File: config.mk
export PLATFORM = sky130hd
export DESIGN_NAME = wdog_two_stage
export DESIGN_NICKNAME = d
export VERILOG_FILES = /design/src/rtl/wdog_pkg.sv /design/src/rtl/wdog_counter.sv /design/src/rtl/wdog_status.sv /design/src/rtl/wdog_regs.sv /design/src/rtl/wdog_two_stage.sv
export SDC_FILE = /design/constraint.sdc
export NUM_CORES = 1
export LEC_CHECK = 0
export ABC_AREA = 1
export BUFFER_PORTS_ARGS = -buffer_cell sky130_fd_sc_hd__buf_2
export CAP_MARGIN = 15
export CELL_PAD_IN_SITES_DETAIL_PLACEMENT = 1
export CELL_PAD_IN_SITES_GLOBAL_PLACEMENT = 2
export CORE_MARGIN = 10
export CORE_UTILIZATION = 25
export CTS_CLUSTER_DIAMETER = 30
export DETAILED_ROUTE_END_ITERATION = 8
export GPL_TIMING_DRIVEN = 0
export PLACE_DENSITY_LB_ADDON = 0.12
export SLEW_MARGIN = 15
export SYNTH_ARGS = -nofsm -noshare
export SYNTH_HDL_FRONTEND = slang
export SYNTH_SLANG_ARGS = --single-unit
File: constraint.sdc
create_clock -name clk_i -period 1.4 [get_ports clk_i]
set_input_delay 0.28 -clock clk_i [delete_from_list [all_inputs] [get_ports clk_i]]
set_output_delay 0.28 -clock clk_i [all_outputs]
set_load 0.1 [all_outputs]
File: src/rtl/wdog_pkg.sv
package wdog_pkg;
  typedef enum logic [1:0] {
    REG_CTRL   = 2'd0,
    REG_STAT   = 2'd1,
    REG_PERIOD = 2'd2,
    REG_KICK   = 2'd3
  } reg_addr_e;

  localparam int CTRL_EN      = 0;
  localparam int CTRL_LOCK    = 1;
  localparam int CTRL_NOBOOT  = 2;
  localparam int CTRL_POL_LSB = 4;
  localparam int STAT_TO      = 0;
  localparam int STAT_SEC     = 1;

  typedef enum logic [1:0] {
    POL_BOOT     = 2'b00,
    POL_SHUTDOWN = 2'b01,
    POL_HOLD     = 2'b10,
    POL_RSVD     = 2'b11
  } policy_e;
endpackage

File: src/rtl/wdog_counter.sv
module wdog_counter #(
  parameter int unsigned CNT_W = 8
) (
  input  logic             clk_i,
  input  logic             rst_ni,
  input  logic             tick_i,
  input  logic             en_i,
  input  logic             kick_i,
  input  logic [CNT_W-1:0] period_i,
  output logic [CNT_W-1:0] cnt_o,
  output logic             expire_o
);
  localparam logic [CNT_W-1:0] CNT_RST = '1;

  logic [CNT_W-1:0] cnt_q;
  logic             at_zero;

  assign at_zero  = (cnt_q == '0);
  assign expire_o = en_i & tick_i & at_zero & ~kick_i;
  assign cnt_o    = cnt_q;

  always_ff @(posedge clk_i or negedge rst_ni) begin
    if (!rst_ni)                  cnt_q <= CNT_RST;
    else if (kick_i || expire_o)  cnt_q <= period_i;
    else if (en_i && tick_i)      cnt_q <= cnt_q - 1'b1;
  end


  count_step_chk: assert property (@(posedge clk_i) disable iff (!rst_ni)
    (en_i && tick_i && !kick_i && cnt_q != '0) |=> (cnt_q == CNT_W'($past(cnt_q) - 1'b1)));
endmodule

File: src/rtl/wdog_status.sv
module wdog_status (
  input  logic clk_i,
  input  logic aon_rst_ni,
  input  logic core_rst_ni,
  input  logic expire_i,
  input  logic kick_i,
  input  logic clr_to_i,
  input  logic clr_sec_i,
  output logic to_o,
  output logic sec_o
);
  logic to_q, sec_q, pend_q;
  logic set_to, set_sec;

  // second expiry: timeout still flagged and no kick since the previous one
  assign set_sec = expire_i & pend_q & to_q;
  assign set_to  = expire_i & ~set_sec;

  always_ff @(posedge clk_i or negedge core_rst_ni) begin
    if (!core_rst_ni) begin
      to_q   <= 1'b0;
      pend_q <= 1'b0;
    end else begin
      if (set_to)        to_q <= 1'b1;
      else if (clr_to_i) to_q <= 1'b0;
      if (kick_i)        pend_q <= 1'b0;
      else if (expire_i) pend_q <= 1'b1;
    end
  end

  always_ff @(posedge clk_i or negedge aon_rst_ni) begin
    if (!aon_rst_ni)      sec_q <= 1'b0;
    else if (set_sec)     sec_q <= 1'b1;
    else if (clr_sec_i)   sec_q <= 1'b0;
  end

  assign to_o  = to_q;
  assign sec_o = sec_q;


  to_on_expire_chk: assert property (@(posedge clk_i) disable iff (!core_rst_ni)
    (expire_i && !to_q) |=> to_q);


  sec_cause_chk: assert property (@(posedge clk_i) disable iff (!aon_rst_ni || !core_rst_ni)
    $rose(sec_q) |-> $past(to_q && pend_q && expire_i));


  sec_w1c_chk: assert property (@(posedge clk_i) disable iff (!aon_rst_ni)
    $fell(sec_q) |-> $past(clr_sec_i));
endmodule

File: src/rtl/wdog_regs.sv
module wdog_regs
  import wdog_pkg::*;
#(
  parameter int unsigned DW    = 16,
  parameter int unsigned CNT_W = 8
) (
  input  logic             clk_i,
  input  logic             aon_rst_ni,
  input  logic             core_rst_ni,
  input  logic             wr_en_i,
  input  logic [1:0]       addr_i,
  input  logic [DW-1:0]    wdata_i,
  input  logic             to_i,
  input  logic             sec_i,
  input  logic [CNT_W-1:0] cnt_i,
  output logic [DW-1:0]    rdata_o,
  output logic             en_o,
  output logic             noboot_o,
  output logic [1:0]       policy_o,
  output logic [CNT_W-1:0] period_o,
  output logic             kick_o,
  output logic             clr_to_o,
  output logic             clr_sec_o
);
  localparam logic [CNT_W-1:0] PERIOD_RST = '1;

  logic             en_q, lock_q, noboot_q;
  logic [1:0]       pol_q;
  logic [CNT_W-1:0] period_q;
  logic             wr_ctrl, wr_stat, wr_period;
  logic             unused_wdata;

  assign wr_ctrl   = wr_en_i && (reg_addr_e'(addr_i) == REG_CTRL);
  assign wr_stat   = wr_en_i && (reg_addr_e'(addr_i) == REG_STAT);
  assign wr_period = wr_en_i && (reg_addr_e'(addr_i) == REG_PERIOD);
  assign kick_o    = wr_en_i && (reg_addr_e'(addr_i) == REG_KICK);
  assign clr_to_o  = wr_stat & wdata_i[STAT_TO];
  assign clr_sec_o = wr_stat & wdata_i[STAT_SEC];
  assign unused_wdata = ^wdata_i;

  always_ff @(posedge clk_i or negedge core_rst_ni) begin
    if (!core_rst_ni) begin
      en_q     <= 1'b0;
      lock_q   <= 1'b0;
      noboot_q <= 1'b0;
      period_q <= PERIOD_RST;
    end else begin
      if (wr_ctrl) begin
        if (!lock_q) en_q <= wdata_i[CTRL_EN];
        lock_q   <= lock_q | wdata_i[CTRL_LOCK];
        noboot_q <= wdata_i[CTRL_NOBOOT];
      end
      if (wr_period) period_q <= wdata_i[CNT_W-1:0];
    end
  end

  always_ff @(posedge clk_i or negedge aon_rst_ni) begin
    if (!aon_rst_ni)  pol_q <= POL_BOOT;
    else if (wr_ctrl) pol_q <= wdata_i[CTRL_POL_LSB +: 2];
  end

  always_comb begin
    rdata_o = '0;
    unique case (reg_addr_e'(addr_i))
      REG_CTRL: begin
        rdata_o[CTRL_EN]            = en_q;
        rdata_o[CTRL_LOCK]          = lock_q;
        rdata_o[CTRL_NOBOOT]        = noboot_q;
        rdata_o[CTRL_POL_LSB +: 2]  = pol_q;
      end
      REG_STAT: begin
        rdata_o[STAT_TO]  = to_i;
        rdata_o[STAT_SEC] = sec_i;
      end
      REG_PERIOD: rdata_o[CNT_W-1:0] = period_q;
      REG_KICK:   rdata_o[CNT_W-1:0] = cnt_i;
      default:    rdata_o = '0;
    endcase
  end

  assign en_o     = en_q;
  assign noboot_o = noboot_q;
  assign policy_o = pol_q;
  assign period_o = period_q;


  lock_sticky_chk: assert property (@(posedge clk_i) disable iff (!core_rst_ni)
    lock_q |=> lock_q);


  en_frozen_chk: assert property (@(posedge clk_i) disable iff (!core_rst_ni)
    (lock_q && wr_ctrl) |=> $stable(en_q));
endmodule

File: src/rtl/wdog_two_stage.sv
module wdog_two_stage #(
  parameter int unsigned DW    = 16,
  parameter int unsigned CNT_W = 8
) (
  input  logic          clk_i,
  input  logic          rst_ni,
  input  logic          sys_rst_ni,
  input  logic          tick_i,
  input  logic          wr_en_i,
  input  logic [1:0]    addr_i,
  input  logic [DW-1:0] wdata_i,
  output logic [DW-1:0] rdata_o,
  output logic          smi_o,
  output logic          reset_req_o,
  output logic [1:0]    policy_o
);
  logic             core_rst_n;
  logic             en, noboot, kick, clr_to, clr_sec, expire, to_flag, sec_flag;
  logic [CNT_W-1:0] period, cnt;

  // always-on reset also clears the system domain
  assign core_rst_n = rst_ni & sys_rst_ni;

  wdog_regs #(.DW(DW), .CNT_W(CNT_W)) u_regs (
    .clk_i       (clk_i),
    .aon_rst_ni  (rst_ni),
    .core_rst_ni (core_rst_n),
    .wr_en_i     (wr_en_i),
    .addr_i      (addr_i),
    .wdata_i     (wdata_i),
    .to_i        (to_flag),
    .sec_i       (sec_flag),
    .cnt_i       (cnt),
    .rdata_o     (rdata_o),
    .en_o        (en),
    .noboot_o    (noboot),
    .policy_o    (policy_o),
    .period_o    (period),
    .kick_o      (kick),
    .clr_to_o    (clr_to),
    .clr_sec_o   (clr_sec)
  );

  wdog_counter #(.CNT_W(CNT_W)) u_cnt (
    .clk_i    (clk_i),
    .rst_ni   (core_rst_n),
    .tick_i   (tick_i),
    .en_i     (en),
    .kick_i   (kick),
    .period_i (period),
    .cnt_o    (cnt),
    .expire_o (expire)
  );

  wdog_status u_stat (
    .clk_i       (clk_i),
    .aon_rst_ni  (rst_ni),
    .core_rst_ni (core_rst_n),
    .expire_i    (expire),
    .kick_i      (kick),
    .clr_to_i    (clr_to),
    .clr_sec_i   (clr_sec),
    .to_o        (to_flag),
    .sec_o       (sec_flag)
  );

  assign smi_o       = to_flag;
  assign reset_req_o = sec_flag & ~noboot;
endmodule

==> results.md, run 1 <==
## GRT
* 9.66% — All-Layer GR Usage
* 11.4% — met1 Track Usage GR
* 0 — number of antenna violations at the first check in global routing
* 7.72 mm — global-route wire length before repair
* 1571 — number of global-route vias before repair
* 2.27% — grt met3 use
* 0 — aggregate global routing overflow
* met2 — most heavily used metal layer in global routing
* 17.1% — GR Layer Usage met2
* 22 — pin count of the biggest net entering global routing

## Layout
* 0 — Diodes inserted
* 274 — number of nets at the end of the flow
* 50.2% — fraction of layout instances using a drive strength above 1
* 691 — Layout fillers
* 52.9% — area grow syn2layout

## STA
* 119% — final worst-path cycle share
* -260 ps — setup ws final
* 42.1% — relative slew slack
* 0.602 GHz — timing-limited maximum frequency
* 188 ps — final hold slack
* 0 — Pins Over Slew Limit
* true — RSZ-0062 raised after global routing
* 9 — setup violators final
* 1660 ps — Final Critical Period
* 0 — hold violation total from the final report
* 4.48 ps — worst clock skew on the final layout
* 868 ps — Worst Max-Slew Pin Slew

## CTS
* 24 — clock tree sinks
* 1 — H-tree levels
* 100 ps — clock slew seen by the registers of the worst setup and hold paths
* 2 — Clock Tree Buf Depth
* clkbuf_8 — clock root cell
* 270 ps — clock latency at the later pin of the worst-skew pair
* 3 — CTS buffer count
* built — clock tree from TritonCTS

## Logic synthesis
* simple AND/OR/NAND/NOR gates — largest family of logic cells by synthesized area
* 42.1% — sequential cell area fraction in the yosys report
* 28.5% — area fraction of the dominant cell type after synthesis
* 0% — fraction of synthesized area in multiplexers
* 29.3% — post-synthesis simple-gate area fraction
* 0.849% — Post-Synth Adder-Cell Area
* 26 — Netlist cell types
* 0 — yosys warns
* nand2_1 — top-count cell post-synth
* 0.00147 mm2 — post-synthesis instance area
* 2.97% — Post-Synth XOR/XNOR Area
* 7.60 um2 — synthesized area per cell
* 100% — Async SR Flop Fraction
* dfstp_2 — Main synth FF type
* 0 — number of flops mapped to enable cells by yosys
* 194 — post-synthesis cell count
* dfstp_2 29%, nand2_1 16%, dfrtp_1 14% — cell types with the largest area share after synthesis
* 62 x nand2_1, 21 x inv_1, 16 x dfstp_2 — list of most frequent post-synthesis cells
* 24 — flip-flop and latch count after synthesis
* 12.1% — compound-cell area share of the yosys netlist
* dfstp_2 — most area-hungry cell type in the Yosys netlist

## Run status
* finished, violations left — status
* setup timing — violations in the final reports

## Worst setup path
* 1120 ps — Worst Path Required
* flop to primary output — worst setup path class
* u_cnt.cnt_o[7]$_DFFE_PN1P_ — Reg-to-Reg End
* u_cnt.cnt_o[2]$_DFFE_PN1P_ — launch point of the critical path
* 1380 ps — signal arrival time at the worst endpoint
* flop — crit path launch type
* u_cnt.cnt_o[1]$_DFFE_PN1P_ — Worst R2R Start
* rdata_o[2] — worst setup path end
* 7 — count of cells along the worst register-to-register path
* 0 ps — slack of the worst reg-to-reg path
* primary output — Critical Path End Type
* 2 — Critical Path Fanout Max

## Power
* 2.85 mW — Pwr Total
* 1.07 nW — leakage power
* 1260 mW/mm2 — power density over the cells
* 0.000637 V — worst supply voltage drop on vdd

## Floorplan
* 0.00561 mm2 — total core area
* 0.00937 mm2 — die area
* 27 — row cnt
* 43 — number of top-level pins
* 96.8 um — DIE WIDTH
* 26.3% — starting density of the core
* 96.8 um — y dimension of the die

## Routing
* 21 — violation count after the first detailed-routing iteration
* 4.36 — Avg Vias per Cell
* 0 — post-route antenna net violation count
* 4 — first drt pass iteration count
* 1399 — via count
* 4.66 mm — Detailed Route WL
* 14.5 um — WL/cell
* 0 — DRC violations left

## Placement
* 0.732 — routability cong.
* 26 — count of port buffers added during placement
* 3.54 mm — DPL Wire Length

## Worst hold path
* input pin to asynchronous set/reset pin — Hold Path Class

## Job
* 0 — max capacitance violation total

## logic make-up after synthesis
group,count (synthesis)
xor gates and xnor gates,5
buffers and inverters,38
other,1
DFF,24
and+or+nand+nor,99
AOI/OAI and AO/OA,26
adders and majority gates,1
## worst min-delay path by stage
stage	from	to	depth (start not counted)
final	sys_rst_ni	u_regs.noboot_o$_DFFE_PN0P_	3
after global routing	wdata_i[7]	u_regs.period_o[7]$_DFFE_PN1P_	3
after detailed placement	rst_ni	u_regs.policy_o[1]$_DFFE_PN0P_	1
after floorplan	rst_ni	u_regs.policy_o[0]$_DFFE_PN0P_	0
after global placement	rst_ni	u_regs.policy_o[0]$_DFFE_PN0P_	1
after CTS	wdata_i[7]	u_regs.period_o[7]$_DFFE_PN1P_	3
## power by group
| group | leakage [nW] | internal, mW | switching, mW |
|---|---|---|---|
| registers | 0.268 | 0.855 | 0.100 |
| clock network | 0.0357 | 0.383 | 0.248 |
| logic | 0.762 | 0.448 | 0.811 |
## final cells by class
| cell class | count | area (um2) | share of cell area, % |
|---|---|---|---|
| clock buffers | 3 | 41.3 | 1.83 |
| plain buffers | 10 | 82.6 | 3.66 |
| repair buffers | 44 | 400 | 17.8 |
| well taps | 72 | 90.1 | 4.00 |
| clock inverters | 1 | 30.0 | 1.33 |
| multi-input cells | 139 | 870 | 38.6 |
| flip-flops and latches | 24 | 624 | 27.7 |
| inverters | 28 | 115 | 5.11 |
## worst max-delay path, cell delays in order (launching register included)
cell and delay, ps:
dfstp_2 560, inv_2 50, o211ai_1 230, buf_6 270
## what timing repair did
| action | in CTS | in global routing |
|---|---|---|
| resized for setup | 43 | 23 |
| hold endpoints to repair | 3 | 0 |
| setup buffers | 13 | 4 |
| pin swaps | 13 | 10 |
| endpoints found under the setup margin | 19 | 18 |
| hold buffers | 1 | 0 |
## stage by stage
step / util, % / instance area (um2) / setup TNS, ps / cells / worst slack (ps)
after floorplan: - / 1600 / -3630 / 201 / -921
after global placement: 32.4 / 1820 / -4590 / 299 / -454
after detailed placement: 32.4 / 1820 / -4620 / 299 / -461
after CTS: 38.1 / 2140 / -1670 / 317 / -280
after global routing: 40.2 / 2250 / -2250 / 321 / -307
final: 40.2 / 2250 / -1500 / 321 / -260
## placed cells by master (no fill, tap or decap), types with 2 or more instances in the layout
master | Yosys | final
buf_12 | 0 | 6
buf_2 | 0 | 12
buf_4 | 9 | 26
buf_6 | 1 | 8
clkbuf_8 | 0 | 3
conb_1 | 1 | 8
dfrtp_1 | 8 | 7
dfstp_2 | 16 | 16
inv_1 | 21 | 14
inv_2 | 7 | 11
inv_4 | 0 | 2
nand2_1 | 62 | 56
nand2_2 | 4 | 7
nand2_4 | 0 | 3
nand3_1 | 15 | 13
nand3_2 | 1 | 2
nor2_1 | 11 | 4
nor2_2 | 2 | 4
nor2_4 | 1 | 6
o2111ai_4 | 0 | 2
o211ai_1 | 3 | 3
o21ai_0 | 7 | 4
o21ai_1 | 7 | 6
o21ai_2 | 5 | 7
o21ai_4 | 0 | 2
xor2_1 | 5 | 5
## state kept, by name, indices dropped and copies added (netlist names)
signal and flops:
u_regs.lock_q 1, u_regs.en_o 1, u_cnt.cnt_o 8, u_regs.noboot_o 1, u_stat.pend_q 1, u_stat.sec_o 1, u_regs.period_o 8, u_stat.to_o 1
u_regs.policy_o 2
## layer usage
layer | up-vias | share of wire [%]
met2 | 19 | 50
li1 | 702 | -
met5 | - | 0
met3 | 6 | 3.2
met4 | 0 | 1.4
met1 | 672 | 45
Power figures use the tool's default switching activity.
==> run 2, diff against run 1 <==
Settings changed: CELL_PAD_IN_SITES_GLOBAL_PLACEMENT 2 to 1, CORE_UTILIZATION 25 to 30, CTS_BUF_LIST set to sky130_fd_sc_hd__clkbuf_8, SETUP_SLACK_MARGIN set to 0.4.
==> results.md, run 2 (synthesized netlist as in run 1, its figures left out) <==
## Run status
* finished, violations left — status, unchanged
* setup timing — violations in the final reports, unchanged

## Job
* 0 — max capacitance violation total, unchanged

## Routing
* 0 — post-route antenna net violation count, unchanged
* 2.28 mm — post-route met1 wirelength, was 2.12 mm
* 15.7 um — WL/cell, was 14.5 um
* 5.25 mm — Detailed Route WL, was 4.66 mm
* 4 — first drt pass iteration count, unchanged
* 1520 — via count, was 1399
* 4.54 — Avg Vias per Cell, was 4.36
* 42 — violation count after the first detailed-routing iteration, was 21
* 2.71 mm — Detail Route met2 WL, was 2.32 mm
* met4 — uppermost signal routing layer after detailed routing, unchanged
* 182 um — met3 routed WL, was 149 um
* 0 — DRC violations left, unchanged

## Placement
* 0.773 — routability cong., was 0.732
* 0.00185 mm2 — dpl cell area, was 0.00182 mm2
* 26 — count of port buffers added during placement, unchanged
* 3.39 mm — DPL Wire Length, was 3.54 mm

## STA
* true — RSZ-0062 raised after global routing, unchanged
* 118% — final worst-path cycle share, was 119%
* 65.6% — relative slew slack, was 42.1%
* 0 — hold violation total from the final report, unchanged
* -252 ps — setup ws final, was -260 ps
* 0 — Pins Over Slew Limit, unchanged
* 0.605 GHz — timing-limited maximum frequency, was 0.602 GHz
* 1650 ps — Final Critical Period, was 1660 ps
* 23 — setup violators final, was 9
* 516 ps — Worst Max-Slew Pin Slew, was 868 ps
* 94.9 ps — final hold slack, was 188 ps
* 4.33 ps — worst clock skew on the final layout, was 4.48 ps
* -2420 ps — accumulated negative setup slack, was -1500 ps

## Floorplan
* 90.1 um — DIE WIDTH, was 96.8 um
* 90.1 um — y dimension of the die, was 96.8 um
* 25 — row cnt, was 27
* 0.00812 mm2 — die area, was 0.00937 mm2
* 0.00475 mm2 — total core area, was 0.00561 mm2
* 31.0% — starting density of the core, was 26.3%
* 43 — number of top-level pins, unchanged

## Worst setup path
* 1120 ps — Worst Path Required, about the same
* 560 ps — peak per-stage delay on the critical path, about the same
* -120 ps — slack of the worst reg-to-reg path, was 0 ps
* primary output — Critical Path End Type, unchanged
* flop — crit path launch type, unchanged
* 1370 ps — signal arrival time at the worst endpoint, was 1380 ps
* dfstp_2 — CP max-delay cell, unchanged
* inv_2 -> o211ai_1 -> buf_6 — Cell Chain, Critical Path, unchanged
* 2 — worst path buffer plus inverter count, unchanged
* flop to primary output — worst setup path class, unchanged
* 2 — Critical Path Fanout Max, unchanged
* flip-flops — cell family with most CP delay, unchanged

## Power
* 0.000669 V — worst supply voltage drop on vdd, was 0.000637 V
* 1140 mW/mm2 — power density over the cells, was 1260 mW/mm2
* 1.19 nW — leakage power, was 1.07 nW
* 2.90 mW — Pwr Total, was 2.85 mW

## GRT
* 0 — number of antenna violations at the first check in global routing, unchanged
* 1594 — number of global-route vias before repair, was 1571
* 11.9% — All-Layer GR Usage, was 9.66%
* 22 — pin count of the biggest net entering global routing, unchanged
* 8.00 mm — global-route wire length before repair, was 7.72 mm
* 0 — aggregate global routing overflow, unchanged

## CTS
* 2 — Clock Tree Buf Depth, unchanged
* 3 — CTS buffer count, unchanged
* built — clock tree from TritonCTS, unchanged
* 270 ps — clock latency at the later pin of the worst-skew pair, about the same
* 90 ps — clock slew seen by the registers of the worst setup and hold paths, was 100 ps
* 24 — clock tree sinks, unchanged
* clkbuf_8 — clock root cell, unchanged
* 1 — H-tree levels, unchanged

## Layout
* 0.00255 mm2 — Post-Layout Inst Area, was 0.00225 mm2
* nand2_1 — commonest non-fill, non-tap cell in the layout, unchanged
* 557 — Layout fillers, was 691
* 58.6% — fraction of layout instances using a drive strength above 1, was 50.2%
* 72.8% — area grow syn2layout, was 52.9%
* 48 x nand2_1, 34 x buf_4, 16 x dfstp_2 — highest-count cells in the layout ignoring fill and taps, was 56 x nand2_1, 26 x buf_4, 16 x dfstp_2
* 53.6% — fraction of the core area covered by cells at the end of the flow, was 40.2%
* 0 — Diodes inserted, unchanged
* 293 — number of nets at the end of the flow, was 274

## Worst hold path
* input pin to asynchronous set/reset pin — Hold Path Class, unchanged

[run 2: where the power goes]
group	total [mW]	leakage, nW	switching [mW]	internal, mW
clock	0.492	0.0288	0.240	0.251
sequential	0.972	0.266	0.114	0.858
combinational	1.44	0.891	0.869	0.571
total	2.90	1.19	1.22	1.68
[run 2: per-layer routing]
metal	vias to the layer above	GRT usage (%)
met1	746	13.9
met3	6	2.66
met2	25	21.5
met5	-	0
li1	743	-
met4	0	2.39
[run 2: worst paths after layout]
check | startpoint | to | cells after the start
max in group asynchronous | rst_ni | u_regs.policy_o[0]$_DFFE_PN0P_ | 2
min | sys_rst_ni | u_regs.noboot_o$_DFFE_PN0P_ | 3
min reg2reg | u_regs.period_o[6]$_DFFE_PN1P_ | u_regs.period_o[6]$_DFFE_PN1P_ | 2
min in group clk_i | wdata_i[6] | u_regs.period_o[6]$_DFFE_PN1P_ | 3
max reg2reg | u_cnt.cnt_o[0]$_DFFE_PN1P_ | u_cnt.cnt_o[2]$_DFFE_PN1P_ | 8
max | u_cnt.cnt_o[4]$_DFFE_PN1P_ | rdata_o[4] | 3
[run 2: cell type report]
class | instances | area, um2 | area share [%]
Buffer | 10 | 86.3 | 3.39
Clock buffer | 4 | 55.1 | 2.16
Inverter | 28 | 126 | 4.96
Multi-Input combinational cell | 139 | 923 | 36.2
Sequential cell | 24 | 627 | 24.6
Tap cell | 67 | 83.8 | 3.29
Timing Repair Buffer | 63 | 646 | 25.3
[run 2: timing repair]
| item | CTS | global route |
|---|---|---|
| setup endpoints to repair | 24 | 31 |
| hold buffers | 1 | 0 |
| gates resized for setup | 67 | 31 |
| gates cloned | 1 | 1 |
| setup buffers | 16 | 18 |
| pin swaps | 17 | 13 |
| hold endpoints to repair | 3 | 0 |
[run 2: metrics by stage]
stage / worst slack (ps) / std cells
finish: -252 / 335
CTS: -254 / 316
global placement: -458 / 294
detailed placement: -481 / 294
global route: -308 / 335
floorplan: -921 / 201
[run 2: tightest hold or removal path, delay by kind of cell]
family,cells,cell delay [ps]
simple gates,1,70
buf+inv,2,440
==> run 3, diff against run 2 <==
Settings changed: CORE_UTILIZATION 30 to 34.
==> results.md, run 3 (synthesized netlist as in run 1, its figures left out) <==
## Run status
* finished, violations left — status, unchanged
* setup timing — violations in the final reports, unchanged

## Routing
* 0 — DRC violations left, unchanged
* 4.80 — Avg Vias per Cell, was 4.54
* 1463 — via count, was 1520
* 0 — post-route antenna net violation count, unchanged
* 16.2 um — WL/cell, was 15.7 um
* 4 — first drt pass iteration count, unchanged
* 53 — violation count after the first detailed-routing iteration, was 42
* 4.95 mm — Detailed Route WL, was 5.25 mm

## Layout
* 50 x nand2_1, 31 x buf_4, 16 x dfstp_2 — highest-count cells in the layout ignoring fill and taps, was 48 x nand2_1, 34 x buf_4, 16 x dfstp_2
* 55.7% — fraction of layout instances using a drive strength above 1, was 58.6%
* 58.5% — area grow syn2layout, was 72.8%
* 0.00234 mm2 — Post-Layout Inst Area, was 0.00255 mm2
* 0 — Diodes inserted, unchanged
* 305 — number of non-filler instances in the completed layout, was 335
* nand2_1 — commonest non-fill, non-tap cell in the layout, unchanged
* 280 — number of nets at the end of the flow, was 293

## Placement
* 3.39 mm — DPL Wire Length, about the same
* 277 — total instance count after detailed placement, was 294
* 26 — count of port buffers added during placement, unchanged
* -459 ps — setup slack at placement, was -481 ps
* 0.00183 mm2 — dpl cell area, was 0.00185 mm2
* 0.791 — routability cong., was 0.773

## GRT
* 1640 — number of global-route vias before repair, was 1594
* 13.5% — All-Layer GR Usage, was 11.9%
* 22 — pin count of the biggest net entering global routing, unchanged
* 8.07 mm — global-route wire length before repair, was 8.00 mm
* 0 — number of antenna violations at the first check in global routing, unchanged
* 0 — aggregate global routing overflow, unchanged

## STA
* -271 ps — setup ws final, was -252 ps
* 0 — hold violation total from the final report, unchanged
* 76.7 ps — final hold slack, was 94.9 ps
* true — RSZ-0062 raised after global routing, unchanged
* 1670 ps — Final Critical Period, was 1650 ps
* 119% — final worst-path cycle share, was 118%
* 500 ps — Worst Max-Slew Pin Slew, was 516 ps
* 0.598 GHz — timing-limited maximum frequency, was 0.605 GHz
* 19 — setup violators final, was 23
* 0 — Pins Over Slew Limit, unchanged
* -1890 ps — accumulated negative setup slack, was -2420 ps
* 11.4 ps — worst clock skew on the final layout, was 4.33 ps
* 66.6% — relative slew slack, was 65.6%

## Power
* 40.7% — switching part of the total power, was 42.1%
* 1270 mW/mm2 — power density over the cells, was 1140 mW/mm2
* 0.000606 V — worst supply voltage drop on vdd, was 0.000669 V
* 21.3% — clock share of power, was 16.9%
* 1.11 nW — leakage power, was 1.19 nW
* 32.3% — Flop pwr share, was 33.5%
* 46.5% — combinational group share of total power, was 49.6%
* 1.75 mW — internal power, was 1.68 mW
* 1.20 mW — Psw, was 1.22 mW

## Floorplan
* 85.8 um — y dimension of the die, was 90.1 um
* 36.1% — starting density of the core, was 31.0%
* 23 — row cnt, was 25
* 0.00409 mm2 — total core area, was 0.00475 mm2
* 43 — number of top-level pins, unchanged
* 0.00737 mm2 — die area, was 0.00812 mm2
* 85.8 um — DIE WIDTH, was 90.1 um

## Worst setup path
* primary output — Critical Path End Type, unchanged
* flop — crit path launch type, unchanged
* 1390 ps — signal arrival time at the worst endpoint, was 1370 ps
* 1120 ps — Worst Path Required, about the same
* flop to primary output — worst setup path class, unchanged
* 2 — Critical Path Fanout Max, unchanged

## CTS
* 2 — Clock Tree Buf Depth, unchanged
* 24 — clock tree sinks, unchanged
* 1 — H-tree levels, unchanged
* 270 ps — clock latency at the later pin of the worst-skew pair, about the same
* built — clock tree from TritonCTS, unchanged
* 100 ps — clock slew seen by the registers of the worst setup and hold paths, was 90 ps
* clkbuf_8 — clock root cell, unchanged
* 3 — CTS buffer count, unchanged

## Job
* 0 — max capacitance violation total, unchanged

## Worst hold path
* input pin to asynchronous set/reset pin — Hold Path Class, unchanged

## run 3: critical path, cell delays in order, from the launching register on
cell	delay, ps
dfstp_2	560
inv_2	50
o211ai_1	230
buf_6	270
## run 3: power by group through the flow
stage	sequential, mW	combinational (mW)	clock (mW)
global route	0.972	1.47	0.682
finish	0.955	1.37	0.629
CTS	0.954	1.29	0.645
floorplan	1.01	0.781	0
detailed placement	0.965	0.999	0
global placement	0.960	0.978	0
## run 3: path summary, 6_finish.rpt
path,start,to,slack (ps),cells after the start
worst max register to register,u_cnt.cnt_o[0]$_DFFE_PN1P_,u_cnt.cnt_o[4]$_DFFE_PN1P_,-60,7
max in group asynchronous,rst_ni,u_regs.policy_o[0]$_DFFE_PN0P_,870,2
worst max-delay path,u_cnt.cnt_o[2]$_DFFE_PN1P_,rdata_o[2],-270,3
worst min-delay path,sys_rst_ni,u_regs.noboot_o$_DFFE_PN0P_,80,3
worst min register to register,u_regs.period_o[3]$_DFFE_PN1P_,u_regs.period_o[3]$_DFFE_PN1P_,490,2
min in group clk_i,wdata_i[7],u_regs.period_o[7]$_DFFE_PN1P_,210,3
## run 3: final cells by class
| type | instances | area [um2] |
|---|---|---|
| Buffer | 10 | 86.3 |
| Clock buffer | 3 | 41.3 |
| Clock inverter | 1 | 30.0 |
| Fill cell | 491 | 1750 |
| Inverter | 28 | 114 |
| Multi-Input combinational cell | 139 | 905 |
| Sequential cell | 24 | 627 |
| Tap cell | 50 | 62.6 |
| Timing Repair Buffer | 50 | 470 |
## run 3: per-layer routing
layer  GRT usage [%]  vias up  wire length [um]
met5               0        -                 0
met4            2.84        0                38
met3            3.22        4               211
met2            24.7       28              2680
met1            15.4      711              2020
li1                -      720                 -
## run 3: timing repair
action                                  in CTS  in global routing
cloned                                       0                  0
resized for setup                           61                 12
hold endpoints to repair                     3                  0
endpoints found under the setup margin      24                 23
pin swaps                                   23                 14
hold buffers                                 1                  0
setup buffers                               15                  8
## run 3: through the flow
stage | total power, mW | utilization, %
floorplan | 1.79 | -
global placement | 1.94 | 44.7
detailed placement | 1.96 | 44.7
CTS | 2.89 | 54.6
global route | 3.13 | 57.2
finish | 2.96 | 57.2
